### src/rtl/mw_eeprom_pkg.sv
`timescale 1ns/1ps
package mw_eeprom_pkg;
    typedef enum logic [2:0] {
        ST_IDLE, ST_OPC, ST_ADDR, ST_DATA, ST_READ, ST_DONE
    } mw_state_t;

    typedef enum logic [2:0] {
        PG_NONE, PG_ERASE, PG_WRITE, PG_ERAL, PG_WRAL
    } pg_op_t;

    localparam logic [1:0] OPC_EXT   = 2'b00;
    localparam logic [1:0] OPC_WRITE = 2'b01;
    localparam logic [1:0] OPC_READ  = 2'b10;
    localparam logic [1:0] OPC_ERASE = 2'b11;

    localparam logic [1:0] SUB_DIS   = 2'b00;
    localparam logic [1:0] SUB_WALL  = 2'b01;
    localparam logic [1:0] SUB_EALL  = 2'b10;
    localparam logic [1:0] SUB_EN    = 2'b11;
endpackage

### src/rtl/mw_sync.sv
`timescale 1ns/1ps
module mw_sync #(
    parameter int WIDTH  = 3,
    parameter int STAGES = 2
) (
    input  logic             clk,
    input  logic             rst_n,
    input  logic [WIDTH-1:0] d_i,
    output logic [WIDTH-1:0] q_o
);
    logic [STAGES-1:0][WIDTH-1:0] stg;

    always_ff @(posedge clk or negedge rst_n) begin
        if (!rst_n) stg <= '0;
        else        stg <= {stg[STAGES-2:0], d_i};
    end

    assign q_o = stg[STAGES-1];
endmodule

### src/rtl/mw_prog_timer.sv
`timescale 1ns/1ps
module mw_prog_timer #(
    parameter int CNT_W = 9
) (
    input  logic             clk,
    input  logic             rst_n,
    input  logic             start_i,
    input  logic [CNT_W-1:0] len_i,
    output logic             busy_o,
    output logic             done_o
);
    logic [CNT_W-1:0] cnt;

    always_ff @(posedge clk or negedge rst_n) begin
        if (!rst_n)             cnt <= '0;
        else if (start_i)       cnt <= len_i;
        else if (cnt != '0)     cnt <= cnt - 1'b1;
    end

    assign busy_o = (cnt != '0);
    assign done_o = (cnt == CNT_W'(1));


    start_idle_chk: assert property (@(posedge clk) disable iff (!rst_n)
        start_i |-> !busy_o);


    busy_end_chk: assert property (@(posedge clk) disable iff (!rst_n)
        $fell(busy_o) |-> $past(done_o));
endmodule

### src/rtl/mw_eeprom_target.sv
`timescale 1ns/1ps
module mw_eeprom_target
    import mw_eeprom_pkg::*;
#(
    parameter bit WIDE_ORG    = 1'b1,
    parameter int BASE_ADDR_W = 6,
    parameter int T_UNIT      = 64
) (
    input  logic clk,
    input  logic rst_n,
    input  logic sel_i,
    input  logic sclk_i,
    input  logic sdi_i,
    output logic sdo_o,
    output logic sdo_oe_o
);
    localparam int WORD_W = WIDE_ORG ? 16 : 8;
    localparam int ADDR_W = WIDE_ORG ? BASE_ADDR_W : BASE_ADDR_W + 1;
    localparam int DEPTH  = 1 << ADDR_W;
    localparam int CNT_W  = $clog2(4 * T_UNIT + 1);
    localparam int MAXB   = (WORD_W > ADDR_W) ? WORD_W : ADDR_W;
    localparam int BIT_W  = $clog2(MAXB + 1);

    // input synchronisation and edge detection
    logic [2:0] sy;
    logic cs_s, ck_s, di_s, cs_q, ck_q, ck_rise, cs_fall;

    mw_sync #(.WIDTH(3), .STAGES(2)) u_sync (
        .clk(clk), .rst_n(rst_n), .d_i({sel_i, sclk_i, sdi_i}), .q_o(sy));

    assign {cs_s, ck_s, di_s} = sy;
    assign ck_rise = ck_s & ~ck_q;
    assign cs_fall = cs_q & ~cs_s;

    mw_state_t st, st_nxt;
    logic [BIT_W-1:0]  bit_cnt;
    logic [1:0]        opc;
    logic [ADDR_W-1:0] addr_sr, prog_addr;
    logic [WORD_W-1:0] data_sr, rd_sr, prog_data;
    logic              dout, wen, stat_mode;
    pg_op_t            pend, prog_op;
    logic [WORD_W-1:0] mem [DEPTH];

    logic [ADDR_W-1:0] addr_full, addr_inc;
    logic [WORD_W-1:0] data_full;
    logic [1:0]        sub;
    logic              last_addr, last_data, prog_start, tmr_busy, tmr_done;
    logic [CNT_W-1:0]  prog_len;

    assign addr_full  = {addr_sr[ADDR_W-2:0], di_s};
    assign addr_inc   = addr_sr + 1'b1;
    assign data_full  = {data_sr[WORD_W-2:0], di_s};
    assign sub        = addr_full[ADDR_W-1 -: 2];
    assign last_addr  = cs_s && ck_rise && st == ST_ADDR && bit_cnt == BIT_W'(ADDR_W - 1);
    assign last_data  = cs_s && ck_rise && st == ST_DATA && bit_cnt == BIT_W'(WORD_W - 1);
    assign prog_start = cs_fall && st == ST_DONE && pend != PG_NONE;

    always_comb begin
        unique case (pend)
            PG_ERAL: prog_len = CNT_W'(2 * T_UNIT);
            PG_WRAL: prog_len = CNT_W'(4 * T_UNIT);
            default: prog_len = CNT_W'(T_UNIT);
        endcase
    end

    mw_prog_timer #(.CNT_W(CNT_W)) u_timer (
        .clk(clk), .rst_n(rst_n), .start_i(prog_start), .len_i(prog_len),
        .busy_o(tmr_busy), .done_o(tmr_done));

    // state register
    always_ff @(posedge clk or negedge rst_n) begin
        if (!rst_n) st <= ST_IDLE;
        else        st <= st_nxt;
    end

    // next-state logic
    always_comb begin
        st_nxt = st;
        if (!cs_s) begin
            st_nxt = ST_IDLE;
        end else if (ck_rise) begin
            unique case (st)
                ST_IDLE: if (di_s && !tmr_busy) st_nxt = ST_OPC;
                ST_OPC:  if (bit_cnt == BIT_W'(1)) st_nxt = ST_ADDR;
                ST_ADDR: if (bit_cnt == BIT_W'(ADDR_W - 1)) begin
                    if (opc == OPC_READ)                         st_nxt = ST_READ;
                    else if (opc == OPC_WRITE)                   st_nxt = ST_DATA;
                    else if (opc == OPC_EXT && sub == SUB_WALL)  st_nxt = ST_DATA;
                    else                                         st_nxt = ST_DONE;
                end
                ST_DATA: if (bit_cnt == BIT_W'(WORD_W - 1)) st_nxt = ST_DONE;
                ST_READ, ST_DONE: st_nxt = st;
                default: st_nxt = ST_IDLE;
            endcase
        end
    end

    // shift, decode and command datapath
    always_ff @(posedge clk or negedge rst_n) begin
        if (!rst_n) begin
            ck_q <= 1'b0;  cs_q <= 1'b0;  bit_cnt <= '0;  opc <= '0;
            addr_sr <= '0; data_sr <= '0; rd_sr <= '0;   dout <= 1'b0;
            wen <= 1'b0;   pend <= PG_NONE; stat_mode <= 1'b0;
            prog_op <= PG_NONE; prog_addr <= '0; prog_data <= '0;
        end else begin
            ck_q <= ck_s;
            cs_q <= cs_s;
            if (prog_start) begin
                prog_op   <= pend;
                prog_addr <= addr_sr;
                prog_data <= data_sr;
            end
            if (prog_start)
                stat_mode <= 1'b1;
            else if ((cs_fall && !tmr_busy) || (st == ST_IDLE && st_nxt == ST_OPC))
                stat_mode <= 1'b0;

            if (!cs_s) begin
                bit_cnt <= '0;
                pend    <= PG_NONE;
            end else if (ck_rise) begin
                unique case (st)
                    ST_OPC: begin
                        opc     <= {opc[0], di_s};
                        bit_cnt <= (st_nxt != st) ? '0 : bit_cnt + 1'b1;
                    end
                    ST_ADDR: begin
                        addr_sr <= addr_full;
                        bit_cnt <= (st_nxt != st) ? '0 : bit_cnt + 1'b1;
                        if (last_addr) begin
                            if (opc == OPC_READ) begin
                                rd_sr <= mem[addr_full];
                                dout  <= 1'b0;
                            end else if (opc == OPC_ERASE && wen) begin
                                pend <= PG_ERASE;
                            end else if (opc == OPC_EXT) begin
                                if (sub == SUB_EN)               wen  <= 1'b1;
                                if (sub == SUB_DIS)              wen  <= 1'b0;
                                if (sub == SUB_EALL && wen)      pend <= PG_ERAL;
                            end
                        end
                    end
                    ST_DATA: begin
                        data_sr <= data_full;
                        bit_cnt <= (st_nxt != st) ? '0 : bit_cnt + 1'b1;
                        if (last_data && wen)
                            pend <= (opc == OPC_WRITE) ? PG_WRITE : PG_WRAL;
                    end
                    ST_READ: begin
                        dout <= rd_sr[WORD_W-1];
                        if (bit_cnt == BIT_W'(WORD_W - 1)) begin
                            bit_cnt <= '0;
                            addr_sr <= addr_inc;
                            rd_sr   <= mem[addr_inc];
                        end else begin
                            bit_cnt <= bit_cnt + 1'b1;
                            rd_sr   <= {rd_sr[WORD_W-2:0], 1'b0};
                        end
                    end
                    ST_IDLE, ST_DONE: bit_cnt <= '0;
                    default: bit_cnt <= '0;
                endcase
            end
        end
    end

    // array: committed at the end of the self-timed cycle
    always_ff @(posedge clk or negedge rst_n) begin
        if (!rst_n) begin
            for (int i = 0; i < DEPTH; i++) mem[i] <= '1;
        end else if (tmr_done) begin
            unique case (prog_op)
                PG_ERASE: mem[prog_addr] <= '1;
                PG_WRITE: mem[prog_addr] <= prog_data;
                PG_ERAL:  for (int i = 0; i < DEPTH; i++) mem[i] <= '1;
                PG_WRAL:  for (int i = 0; i < DEPTH; i++) mem[i] <= prog_data;
                default:  ;
            endcase
        end
    end

    // outputs
    always_comb begin
        sdo_oe_o = (st == ST_READ) || (stat_mode && cs_s && st == ST_IDLE);
        sdo_o    = (st == ST_READ) ? dout : !tmr_busy;
    end


    oe_release_chk: assert property (@(posedge clk) disable iff (!rst_n)
        (!cs_s && !cs_q) |-> !sdo_oe_o);


    prog_lock_chk: assert property (@(posedge clk) disable iff (!rst_n)
        prog_start |-> wen);


    busy_hold_chk: assert property (@(posedge clk) disable iff (!rst_n)
        tmr_busy |-> (st == ST_IDLE));


    dummy_bit_chk: assert property (@(posedge clk) disable iff (!rst_n)
        (st == ST_READ && $past(st) == ST_ADDR) |-> (sdo_oe_o && !sdo_o));
endmodule

### config.mk
export PLATFORM = sky130hd
export DESIGN_NAME = mw_eeprom_target
export DESIGN_NICKNAME = d
export VERILOG_FILES = /design/src/rtl/mw_eeprom_pkg.sv /design/src/rtl/mw_sync.sv /design/src/rtl/mw_prog_timer.sv /design/src/rtl/mw_eeprom_target.sv
export SDC_FILE = /design/constraint.sdc
export NUM_CORES = 2
export LEC_CHECK = 0
export BUFFER_PORTS_ARGS = -buffer_cell sky130_fd_sc_hd__clkbuf_2
export CORE_UTILIZATION = 35
export CTS_BUF_LIST = sky130_fd_sc_hd__clkbuf_4
export DETAILED_ROUTE_END_ITERATION = 12
export PLACE_DENSITY = 0.53
export SLEW_MARGIN = 20
export SYNTH_ARGS = -nofsm -noshare
export SYNTH_HDL_FRONTEND = slang
export SYNTH_SLANG_ARGS = --single-unit
### constraint.sdc
create_clock -name clk -period 3.39 [get_ports clk]
set_input_delay 0.5085 -clock clk [delete_from_list [all_inputs] [get_ports clk]]
set_output_delay 0.5085 -clock clk [all_outputs]
set_load 0.02 [all_outputs]
# Word-level counts from Yosys, hierarchy flattened
# Index checks and enable logic that the tools add are counted.
[totals] register_bits=1120 latchBits=0 mem_bits_rw=0 rom_bits=0 inputBits=5 out_inout_bits=2 word_cells=223 n_memories=0
[op_classes] addsub=3 n_mul=0 div_mod_pow=0 n_lt_le_gt_ge=4 eq_ne=33 n_shift=0 mux=52 bitwise=10 reduce_logical=39
[ops] op="one-hot mux 1024 bit (4 select lines)" count=1
[ops] op="bitwise mux 1024 bit" count=1
[ops] op="bitwise OR 1024 bit" count=1
[ops] op="binary-select mux 16 bit (select 6 bit)" count=2
[ops] op="two-way mux 16 bit" count=8
[ops] op="demux 16 bit (select 6 bit)" count=1
[ops] op="two-way mux 3 bit" count=18
[ops] op="one-hot mux 16 bit (2 select lines)" count=1
[ops] op="greater-or-equal comparator 7 bit, second input constant" count=3
[ops] op="inverter 6 -> 7 bit" count=3
[ops] op="two-way mux 5 bit" count=4
[ops] op="two-way mux 9 bit" count=2
[ops] op="one-hot mux 9 bit (2 select lines)" count=1
[ops] op="logical AND 1 bit" count=17
[ops] op="equality test 3 x 2 -> 1 bit, second input constant" count=5
[ops] op="one-hot mux 3 bit (5 select lines)" count=1
[ops] op="equality test 3 bit, second input constant" count=4
[ops] op="!= test 3 bit, second input constant" count=4
[ops] op="one-hot mux 6 bit (2 select lines)" count=1
[ops] op="one-hot mux 5 bit (2 select lines)" count=1
[ops] op="equality test 3 x 1 -> 1 bit, second input constant" count=3
[ops] op="equality test 9 x 1 -> 1 bit, second input constant" count=1
[ops] op="nonzero test 9 bit" count=1
[ops] op="subtractor 9 x 1 -> 9 bit, second input constant" count=1
[ops] op="other kinds (33)" count=56

# Longest topological paths before layout
[depth] word_depth=14 mapped_depth=12 mapped_depth_nobuf=10

# By module
# Synthesis repeated with hierarchy kept, for this count alone.
[hier_totals] cells_unflattened=8269 hier_area_um2=74871.8
[modules_own_cells] mod="mw_eeprom_target" n_inst=1 cells_per_inst=8203 area_per_inst_um2=74164.9 seq_area_each_um2=28932.7
[modules_own_cells] mod="mw_prog_timer" n_inst=1 cells_per_inst=57 area_per_inst_um2=534.3 seq_area_each_um2=225.2
[modules_own_cells] mod="mw_sync" n_inst=1 cells_per_inst=9 area_per_inst_um2=172.7 seq_area_each_um2=150.1

# Least setup slack after synthesis
# No wires, ideal clock.
[synth_timing] path_type="reg-to-reg" start="register addr_sr[1]" end="register rd_sr[10]" arrival_ns=2.591 path_slack_ns=0.668 path_stages_with_launch=10 n_path_buf=4 cell_sequence="dfrtp_1 > ha_1 > buf_6 > buf_4 > buf_4 > buf_2 > mux4_2 > mux4_2 > a211oi_1 > a31oi_1"
[synth_between] elab_chain_len=7
[synth_lines] element="from (decl)" line_no="mw_eeprom_target.sv:38" rtl="logic [ADDR_W-1:0] addr_sr, prog_addr;"
[synth_lines] element="from (signal assigned)" line_no="mw_eeprom_target.sv:128" rtl="addr_sr <= addr_full;"
[synth_lines] element="from (signal assigned)" line_no="mw_eeprom_target.sv:153" rtl="addr_sr <= addr_inc;"
[synth_lines] element="adder 6 x 1 -> 6 bit or inverter 6 -> 7 bit (tied branches)" line_no="mw_eeprom_target.sv:51, mw_eeprom_target.sv:132"
[synth_lines] element="inverter 6 -> 7 bit (implied by the code) or binary-select mux 16 bit (select 6 bit) (tied branches)" line_no="mw_eeprom_target.sv:154, mw_eeprom_target.sv:132"
[synth_lines] element="binary-select mux 16 bit (select 6 bit) or two-way mux 16 bit (tied branches)" line_no="mw_eeprom_target.sv:154, mw_eeprom_target.sv:132"
[synth_lines] element="two-way mux 16 bit (on tied branches)" line_no="mw_eeprom_target.sv:154, mw_eeprom_target.sv:132"
[synth_lines] element="two-way mux 16 bit (on tied branches)" line_no="mw_eeprom_target.sv:154, mw_eeprom_target.sv:131"
[synth_lines] element="two-way mux 16 bit (on tied branches)" line_no="mw_eeprom_target.sv:151, mw_eeprom_target.sv:130"
[synth_lines] element="one-hot mux 16 bit (2 select lines) *" line_no="mw_eeprom_target.sv:122" rtl="unique case (st)"
[synth_lines] element="to (signal assigned)" line_no="mw_eeprom_target.sv:132" rtl="rd_sr <= mem[addr_full];"
[synth_lines] element="to (signal assigned)" line_no="mw_eeprom_target.sv:154" rtl="rd_sr <= mem[addr_inc];"
[synth_lines] element="to (signal assigned)" line_no="mw_eeprom_target.sv:157" rtl="rd_sr <= {rd_sr[WORD_W-2:0], 1'b0};"
[synth_lines] element="to (decl)" line_no="mw_eeprom_target.sv:39" rtl="logic [WORD_W-1:0] data_sr, rd_sr, prog_data;"
# Every way passes the cells marked *; elsewhere a longest branch is shown, timed or not. The select of a mux whose other input is x is not followed.
# A chain may end at the register's enable or synchronous reset.

# Final worst setup path
[layout_timing] start="register u_timer.cnt[7]" end="output sdo_o"
[layout_between] elab_chain_len=3
[layout_lines] element="from (decl)" line_no="mw_prog_timer.sv:12" rtl="logic [CNT_W-1:0] cnt;"
[layout_lines] element="from (signal assigned)" line_no="mw_prog_timer.sv:16" rtl="else if (start_i) cnt <= len_i;"
[layout_lines] element="from (signal assigned)" line_no="mw_prog_timer.sv:17" rtl="else if (cnt != '0) cnt <= cnt - 1'b1;"
[layout_lines] element="nonzero test 9 bit" line_no="mw_prog_timer.sv:20" rtl="assign busy_o = (cnt != '0);"
[layout_lines] element="zero test 1 bit" line_no="mw_eeprom_target.sv:185" rtl="sdo_o = (st == ST_READ) ? dout : !tmr_busy;"
[layout_lines] element="two-way mux 1 bit" line_no="mw_eeprom_target.sv:185"
[layout_lines] element="to (decl)" line_no="mw_eeprom_target.sv:14" rtl="output logic sdo_o,"
# No other way between the ends.

==> impl_metrics.json <==
{
  "synthFlopType": "dfstp_2",
  "min_path_cells": 3,
  "place_area_um2": 80440,
  "worstPathRequired_ns": 2.88,
  "r2r_start": "addr_sr[1]",
  "holdWs_ns": 0.2959,
  "setup_viol": 0,
  "rsz0062_at_grt": "yes",
  "clockRootBuffer": "clkbuf_4",
  "die-width_um": 465.0,
  "max_freq_mhz": 303.1,
  "place_inst": 11360,
  "startpoint_type": "flop",
  "clk_latency_ns": 1.43,
  "yosys.area.top_type": "dfstp_2",
  "tightestPinTransition_ns": 1.207,
  "core-area_um2": 212500,
  "synth_edf_count": 0,
  "io_pins": 7,
  "grt_pass1_wl_um": 520700,
  "drive_gt1_share_pct": 29.98,
  "ant_nets": 0,
  "layout_min_cycle_time_ns": 3.299,
  "maxCapViolCount": 0,
  "irDropWorstVdd_mv": 0.3554,
  "synth_area_um2": 75040,
  "final_cell_count_no_fill": 11950,
  "status": "finished clean",
  "synth.area.top_cells": "dfstp_2, mux4_2, o21ai_0",
  "cts_tree": "done",
  "syn_inst": 8866,
  "fin_skew_ns": 0.1139,
  "wl_per_cell_um": 30.08,
  "crit_arrival_ns": 2.79,
  "grt_max_degree": 168,
  "grt_use_total_pct": 32.49,
  "dieHeight_um": 465.0,
  "dieArea_um2": 216300,
  "place_ws_ns": -0.1059,
  "overflow": 0,
  "setup_slack_ns": 0.09070,
  "clk_pin_slew_ns": 0.06,
  "drt_iter0_drc": 9993,
  "dp_hpwl_um": 235900,
  "cts_sinks": 1120,
  "worstSetupEndpointType": "output pin",
  "relSlewSlack_pct": 19.50,
  "synth_cell_types": 82,
  "ctsLongestPathBuffers": 4,
  "area_growth_pct": 12.92,
  "async_flop_share_pct": 100.0,
  "nets": 8932,
  "synth.top_cell.area_share_pct": 35.85,
  "post-route-cell-area_um2": 84740,
  "syn_nets": 8883,
  "grt_pass1_vias": 71330,
  "synth_seq_cells": 1120,
  "dr.pass1.iters": 7,
  "hold_start": "sdi_i",
  "critical_path_class": "reg -> out",
  "hold_path_class": "in -> reg",
  "hold_viol": 0,
  "drc": 0,
  "vias": 75440,
  "p_leak_nw": 27.80,
  "start_util_pct": 35.31,
  "synth_seq_area_share_pct": 39.05,
  "syn_area_per_cell_um2": 8.464,
  "gp_congestion": 1.064,
  "final_cell_mix": "o21ai_0, nand2_1, a21oi_1",
  "reg2reg_depth": 8,
  "numCtsBuffers": 355,
  "reg2reg_slack_ns": 0.10,
  "portBuffers": 6,
  "finalCritPeriodShare_pct": 97.32,
  "antenna_found_initial": 23,
  "min_to": "u_sync.stg[0]",
  "h-tree-depth": 5,
  "slew_violations": 0,
  "num_rows": 169,
  "path_max_fanout": 2,
  "drt_wl_total_um": 359500,
  "power.density_nw_per_um2": 366.5,
  "viasPerCell": 6.312,
  "rr_endpoint": "rd_sr[0]",
  "synth_warnings": 0,
  "layout.cells.most_common": "o21ai_0"
}
==> metrics by stage <==
step | utilization [%] | setup TNS (ns) | power, W
floorplan | - | 0 | 0.01640
global placement | 37.85 | -0.1059 | 0.01765
detailed placement | 37.85 | -0.1059 | 0.01768
CTS | 39.84 | -0.02886 | 0.03131
global route | 39.87 | -0.04895 | 0.03218
finish | 39.88 | 0 | 0.03105
==> power by group <==
part,switching [W],leakage [nW],internal (W)
Clock,0.00677,2.42,0.00678
Sequential,0.0000250,11.8,0.0135
Combinational,0.00242,13.5,0.00161
Total,0.00921,27.8,0.0218
==> worst max-delay path by stage <==
stage | startpoint | to | slack (ns) | cells after the start
2_1_floorplan | addr_sr[1] | rd_sr[10] | 0.67 | 9
3_3_place_gp | addr_sr[1] | rd_sr[9] | -0.11 | 11
3_5_place_dp | addr_sr[0] | rd_sr[9] | -0.11 | 10
4_1_cts | u_timer.cnt[7] | sdo_o | -0.03 | 5
5_1_grt | u_timer.cnt[7] | sdo_o | -0.05 | 5
6_report | u_timer.cnt[7] | sdo_o | 0.09 | 5
==> cell usage after synthesis (all sizes together), types with 50 or more instances <==
cell and n:
dfstp 1024, nand2 1310, nor2 1130, mux2i 122
o21ai 2062, buf 244, mux4 502, a31oi 50
clkbuf 661, a21oi 1228, dfrtp 96, nand3 53
==> layout make-up <==
cell class | count | area (µm²)
timing repair buffer | 597 | 5719
fill | 21190 | 127800
multi-input combinational | 6817 | 42000
clock inverter | 64 | 296.5
clock buffer | 497 | 3731
antenna | 11 | 27.53
inverter | 24 | 93.84
tap | 2821 | 3530
sequential | 1120 | 29340
==> per-layer routing <==
| layer | routed length, µm | up-vias | global-route usage [%] |
|---|---|---|---|
| met3 | 40230 | 924 | 8.851 |
| met1 | 143200 | 37770 | 43.50 |
| met4 | 21180 | 16 | 17.87 |
| li1 | - | 31960 | - |
| met2 | 154800 | 4769 | 47.36 |
| met5 | 86 | - | 0 |
==> kinds of logic (layout without fill, tap and decap cells) <==
kind of cell / Yosys count / in the layout / share of synthesized area [%]
buf+inv: 929 / 1182 / 5.294
other cells: 0 / 11 / 0
compound gates: 3517 / 3517 / 24.42
fa+ha+maj: 12 / 12 / 0.2001
xor+xnor: 12 / 12 / 0.1751
simple gates: 2632 / 2632 / 13.86
mux: 644 / 644 / 17.00
flops: 1120 / 1120 / 39.05
==> critical path, stage by stage (launching register included) <==
cell and delay [ns]:
dfrtp_1 0.41, nor4_4 0.32, nand4b_1 0.19, buf_6 0.19, o21ai_4 0.21, buf_8 0.14
==> what timing repair did <==
item / in CTS / in global routing
setup buffers: 5 / 2
pin swaps: 3 / 5
endpoints found under the setup margin: 2 / 7
hold buffers: 9 / 0
endpoints found under the hold margin: 841 / 0
gates resized for setup: 11 / 11
==> sequential cells by signal, indices dropped and copies added, names as in the netlist, 3 cells and up <==
signal       cells
u_sync.stg       3
prog_addr        6
u_timer.cnt      9
data_sr         16
addr_sr          6
rd_sr           16
st               3
mem           1024
pend             3
prog_op          3
prog_data       16
u_sync.q_o       3
bit_cnt          5
No activity file was read; power rests on OpenSTA's default activity.
